**src/rtl/mbox_dual.sv**
```systemverilog
module mbox_dual #(
  parameter int DATA_W = 32,
  parameter int ADDR_W = 6
) (
  input  logic              clk,
  input  logic              rst_n,
  input  logic [ADDR_W-1:0] a_addr,
  input  logic              a_wr,
  input  logic [DATA_W-1:0] a_wdata,
  input  logic              a_rd,
  output logic [DATA_W-1:0] a_rdata,
  output logic              a_irq,
  input  logic [ADDR_W-1:0] b_addr,
  input  logic              b_wr,
  input  logic [DATA_W-1:0] b_wdata,
  input  logic              b_rd,
  output logic [DATA_W-1:0] b_rdata,
  output logic              b_irq
);
  localparam int SLOTS   = 4;
  localparam int SIDES   = 2;
  localparam int TX_OFS  = 'h00;
  localparam int RX_OFS  = 'h10;
  localparam int SR_OFS  = 'h20;
  localparam int CR_OFS  = 'h24;
  localparam int DB_LSB  = 28;
  localparam int FUL_LSB = 24;
  localparam int EMP_LSB = 20;
  localparam int REQ_LSB = 16;

  function automatic logic [DATA_W-1:0] place(input logic [SLOTS-1:0] v, input int lsb);
    logic [DATA_W-1:0] r;
    r = '0;
    for (int n = 0; n < SLOTS; n++) r[lsb + SLOTS - 1 - n] = v[n];
    return r;
  endfunction

  function automatic logic [SLOTS-1:0] pick(input logic [DATA_W-1:0] w, input int lsb);
    logic [SLOTS-1:0] v;
    for (int n = 0; n < SLOTS; n++) v[n] = w[lsb + SLOTS - 1 - n];
    return v;
  endfunction

  logic [ADDR_W-1:0] addr_s [SIDES];
  logic              wr_s   [SIDES];
  logic              rd_s   [SIDES];
  logic [DATA_W-1:0] wd_s   [SIDES];
  logic [DATA_W-1:0] rdat_s [SIDES];
  logic              irq_s  [SIDES];

  assign addr_s[0] = a_addr;  assign addr_s[1] = b_addr;
  assign wr_s[0]   = a_wr;    assign wr_s[1]   = b_wr;
  assign rd_s[0]   = a_rd;    assign rd_s[1]   = b_rd;
  assign wd_s[0]   = a_wdata; assign wd_s[1]   = b_wdata;
  assign a_rdata   = rdat_s[0];
  assign b_rdata   = rdat_s[1];
  assign a_irq     = irq_s[0];
  assign b_irq     = irq_s[1];

  logic [SLOTS-1:0]  tx_hit [SIDES];
  logic [SLOTS-1:0]  rx_hit [SIDES];
  logic              sr_hit [SIDES];
  logic              cr_hit [SIDES];

  logic [SLOTS-1:0]  emp    [SIDES];
  logic [SLOTS-1:0]  ful    [SIDES];
  logic [SLOTS-1:0]  dbp    [SIDES];
  logic [SLOTS-1:0]  req    [SIDES];
  logic [SLOTS-1:0]  en_db  [SIDES];
  logic [SLOTS-1:0]  en_rx  [SIDES];
  logic [SLOTS-1:0]  en_tx  [SIDES];
  logic [SLOTS-1:0]  drained[SIDES];
  logic [DATA_W-1:0] rx_q   [SIDES][SLOTS];
  logic [DATA_W-1:0] sr_w   [SIDES];
  logic [DATA_W-1:0] cr_w   [SIDES];

  always_comb begin
    for (int s = 0; s < SIDES; s++) begin
      sr_hit[s] = addr_s[s] == ADDR_W'(SR_OFS);
      cr_hit[s] = addr_s[s] == ADDR_W'(CR_OFS);
      for (int n = 0; n < SLOTS; n++) begin
        tx_hit[s][n] = addr_s[s] == ADDR_W'(TX_OFS + 4 * n);
        rx_hit[s][n] = addr_s[s] == ADDR_W'(RX_OFS + 4 * n);
      end
    end
  end

  always_comb begin
    for (int s = 0; s < SIDES; s++) begin
      sr_w[s] = place(dbp[s], DB_LSB) | place(ful[s], FUL_LSB) | place(emp[s], EMP_LSB);
      cr_w[s] = place(en_db[s], DB_LSB) | place(en_rx[s], FUL_LSB) |
                place(en_tx[s], EMP_LSB) | place(req[s], REQ_LSB);
      irq_s[s] = |((dbp[s] & en_db[s]) | (ful[s] & en_rx[s]) | (emp[s] & en_tx[s]));
      rdat_s[s] = '0;
      if (sr_hit[s]) rdat_s[s] = sr_w[s];
      if (cr_hit[s]) rdat_s[s] = cr_w[s];
      for (int n = 0; n < SLOTS; n++)
        if (rx_hit[s][n]) rdat_s[s] = rx_q[s][n];
    end
  end

  always_ff @(posedge clk) begin
    if (!rst_n) begin
      for (int s = 0; s < SIDES; s++) begin
        emp[s]     <= '1;
        ful[s]     <= '0;
        dbp[s]     <= '0;
        req[s]     <= '0;
        en_db[s]   <= '0;
        en_rx[s]   <= '0;
        en_tx[s]   <= '0;
        drained[s] <= '0;
        for (int n = 0; n < SLOTS; n++) rx_q[s][n] <= '0;
      end
    end else begin
      for (int s = 0; s < SIDES; s++) begin
        drained[s] <= rx_hit[s] & {SLOTS{rd_s[s]}};
        if (wr_s[s] && cr_hit[s]) begin
          en_db[s] <= pick(wd_s[s], DB_LSB);
          en_rx[s] <= pick(wd_s[s], FUL_LSB);
          en_tx[s] <= pick(wd_s[s], EMP_LSB);
          req[s]   <= pick(wd_s[s], REQ_LSB);
        end else begin
          req[s]   <= '0;
        end
        for (int n = 0; n < SLOTS; n++) begin
          if (wr_s[1-s] && tx_hit[1-s][n]) begin
            rx_q[s][n] <= wd_s[1-s];
            ful[s][n]  <= 1'b1;
          end else if (rd_s[s] && rx_hit[s][n]) begin
            ful[s][n]  <= 1'b0;
          end
          if (wr_s[s] && tx_hit[s][n])
            emp[s][n] <= 1'b0;
          else if (drained[1-s][n])
            emp[s][n] <= 1'b1;
          if (req[1-s][n])
            dbp[s][n] <= 1'b1;
          else if (wr_s[s] && sr_hit[s] && wd_s[s][DB_LSB + SLOTS - 1 - n])
            dbp[s][n] <= 1'b0;
        end
      end
    end
  end
endmodule


```
**config.mk**
```make
export PLATFORM = sky130hd
export DESIGN_NAME = mbox_dual
export DESIGN_NICKNAME = d
export VERILOG_FILES = /design/src/rtl/mbox_dual.sv
export SDC_FILE = /design/constraint.sdc
export NUM_CORES = 1
export LEC_CHECK = 0
export BUFFER_PORTS_ARGS = -buffer_cell sky130_fd_sc_hd__buf_2
export CELL_PAD_IN_SITES_DETAIL_PLACEMENT = 0
export CELL_PAD_IN_SITES_GLOBAL_PLACEMENT = 2
export CORE_ASPECT_RATIO = 1.25
export CORE_MARGIN = 10
export CORE_UTILIZATION = 40
export DETAILED_ROUTE_END_ITERATION = 8
export PLACE_DENSITY_LB_ADDON = 0.3
export RECOVER_POWER = 25
export SETUP_SLACK_MARGIN = 0.05
export SYNTH_ARGS = -nofsm -noshare
export SYNTH_HDL_FRONTEND = slang
export SYNTH_SLANG_ARGS = --single-unit
```
**constraint.sdc**
```tcl
create_clock -name clk -period 6.5 [get_ports clk]
set_input_delay 0.65 -clock clk [delete_from_list [all_inputs] [get_ports clk]]
set_output_delay 0.65 -clock clk [all_outputs]
set_load 0.02 [all_outputs]
```
==> run summary <==
Comb pwr share - 0.057
Vias per Instance - 5.379
Die H - 231.9 µm
Slew Limit Fails - 215
Setup TNS - 0 ps
HP Class - primary input to flop
Final Cell Area - 16690 µm²
Gate Count Post-Synth - 1119
CP Class - primary input to output pin
Power per cell area - 280.3 nW/µm²
Clock sink total - 320
CTS hold repair buffers - 0
GPL Wtd Cong - 0.8184
Slew margin rel. - -0.5566
Most frequent cells in the layout - 305 x edfxtp_1, 209 x and2_1, 144 x buf_2
Clk buf depth - 3
Worst-margin pin slew - 2335 ps
DP HPWL - 27.13 mm
Final nets - 1341
CTS HTree Levels - 2
Async SR Flop Fraction - 0
Net Sw Power - 1.032 mW
Share of cells above drive strength 1 - 0.1868
Post-CTS setup buffer count - 0
Internal Power - 3.646 mW
Setup ws final - 1588 ps
CTS Buf Count - 35
First-pass GRT wire length - 62.16 mm
Count of cell types in the netlist - 66
CTS tree - done
FMAX - 0.2036 GHz
Sequential power share - 0.514
Synthesis-stage register bit count - 320
Detailed Routing Iterations Pass 1 - 7
WL per Instance - 23.61 µm
Initial antenna violation count - 3
Routed Antenna Nets - 0
# setup viols final - 0
WL final - 41.57 mm
Dpl cells - 1696
Root Driver - clkbuf_16
Count of flip-flops with a built-in enable after synthesis - 305
Synth Cell Area - 14370 µm²
Status - complete, but fails checks
Crit path max fanout - 33
Worst path required time - 5850 ps
All-Layer GR Usage - 0.1869
Endpoints failing hold - 0
Startpoint Class - primary input
Pre-CTS setup slack - 2411 ps
Total grt overflow - 0
Cell taking the most area after synthesis - edfxtp_1
DR vias - 9472
Leakage - 6.249 nW
Row Count - 77
Clock Pin Slew Worst Setup and Hold Paths - 60 ps
Residual DRC count - 0
Sw frac - 0.2205
Register area share after synthesis - 0.6585
Worst-skew pair later-pin latency - 520 ps
Maximum VDD drop - 0.2022 mV
Main synth FF type - edfxtp_1
PortBufs - 147
Clock skew - 12.17 ps
Fill count - 3321
Cell Count, Final, Fillers Out - 1761
Die area - 43940 µm²
Clock share of power - 0.429
Max-cap violations - 7
RSZ-0062 raised after global routing - no
Post-cts gate resize count - 0
Top post-synthesis cells by area - edfxtp_1 64%, and2_1 9.7%, mux2i_1 2.9%
Core Footprint - 35450 µm²
Placement Cell Area - 15580 µm²
Die W - 189.5 µm
Setup crit end kind - output pin
WP data arrival - 4260 ps
Yosys top cell area share - 0.6376
Final worst-path cycle share - 0.7557
Most common cell after layout, fill and taps aside - edfxtp_1
Initial Util - 0.4052
Number of global-route vias before repair - 9796
Failing checks - capacitance limit, slew limit
Final min period - 4912 ps
Largest net degree at the start of global routing - 35
I/O pins - 148
Initial DRC count - 616
Layout area overhead - 16.17%
Yosys warns - 0
Syn Area/Cell - 12.84 µm²
power groups by stage:
| stage | logic, mW | clock network (mW) | registers [mW] |
|---|---|---|---|
| floorplan | 0.151 | 0 | 2.43 |
| detailed placement | 0.273 | 0 | 2.45 |
| CTS | 0.274 | 2.04 | 2.40 |
| finish | 0.269 | 2.01 | 2.40 |
| global placement | 0.272 | 0 | 2.44 |
| global route | 0.294 | 2.12 | 2.41 |
final timing paths:
path	start	end	slack [ps]	cells after the start
setup reg to reg	drained[0][6]	emp[0][3]	4390	4
hold reg to reg	drained[0][0]	emp[1][0]	470	2
hold / removal	b_wdata[16]	req[1][3]	390	3
setup / recovery	a_addr[3]	a_rdata[19]	1590	6
flip-flops by register name, indices dropped and copies added (netlist names):
signal and cells:
ful 8, emp 8, en_rx 8, en_tx 8, drained 8, rx_q 256, en_db 8, dbp 8
req 8
metrics by stage:
stage                 util  hold WS [ps]  total power, mW
global route        0.4706         400.3            4.826
CTS                 0.4716         379.0            4.712
global placement    0.4393         436.5            2.714
floorplan                -         420.8            2.578
detailed placement  0.4393         445.8            2.718
finish              0.4707         391.5            4.677
routing by layer:
layer / vias up / wire length, µm / part of all wire / GRT usage
li1: 4441 / - / - / -
met1: 4655 / 17300 / 0.42 / 0.2304
met2: 305 / 20380 / 0.49 / 0.3171
met3: 69 / 2486 / 0.060 / 0.03591
met4: 2 / 1389 / 0.033 / 0.07278
met5: - / 12 / 0.00029 / 0
cells in the mapped netlist (3+ instances only):
| library cell | instances |
|---|---|
| mux4_2 | 5 |
| and3_1 | 19 |
| mux2i_1 | 41 |
| clkbuf_1 | 40 |
| buf_4 | 6 |
| dfxtp_1 | 15 |
| nor4_1 | 7 |
| or2_2 | 8 |
| and2_1 | 222 |
| nand3_1 | 14 |
| o22ai_1 | 8 |
| a311o_1 | 4 |
| a211oi_1 | 6 |
| nor2b_1 | 9 |
| buf_1 | 6 |
| a22o_1 | 7 |
| a221oi_1 | 10 |
| inv_1 | 14 |
| a31oi_1 | 15 |
| a222oi_1 | 4 |
| nand2_1 | 82 |
| buf_2 | 15 |
| o211ai_1 | 13 |
| buf_6 | 3 |
| or3_1 | 6 |
| nand2b_1 | 11 |
| o21ai_0 | 23 |
| a22oi_1 | 36 |
| a21oi_1 | 28 |
| a2111oi_0 | 3 |
| nor3_1 | 40 |
| nand3b_1 | 3 |
| nor2_2 | 3 |
| edfxtp_1 | 305 |
| nor2_1 | 49 |
cell families after synthesis:
kind of cell           count (synthesis)  synth area share
multiplexers                          46           0.03641
other                                  1         0.0002611
AND/OR/NAND/NOR                      489            0.1898
flip-flops                           320            0.6585
buffers and inverters                 85           0.02665
AO/OA/AOI/OAI                        178           0.08841
layout make-up:
type	instances	area [µm²]	area share
Antenna cell	2	5.005	0.0002999
Clock inverter	19	190.2	0.01140
Clock buffer	44	952.2	0.05706
Inverter	15	56.30	0.003374
Sequential cell	320	9459	0.5668
Timing Repair Buffer	170	882.1	0.05286
Tap cell	474	593.1	0.03554
Multi-Input combinational cell	717	4549	0.2726
critical path, cell delays in order:
cell,delay [ps]
buf_2,70
clkbuf_1,1570
nand2_1,1160
a211oi_1,470
a21oi_1,110
buf_2,220
Note: power is estimated with default switching activity, not from simulation.
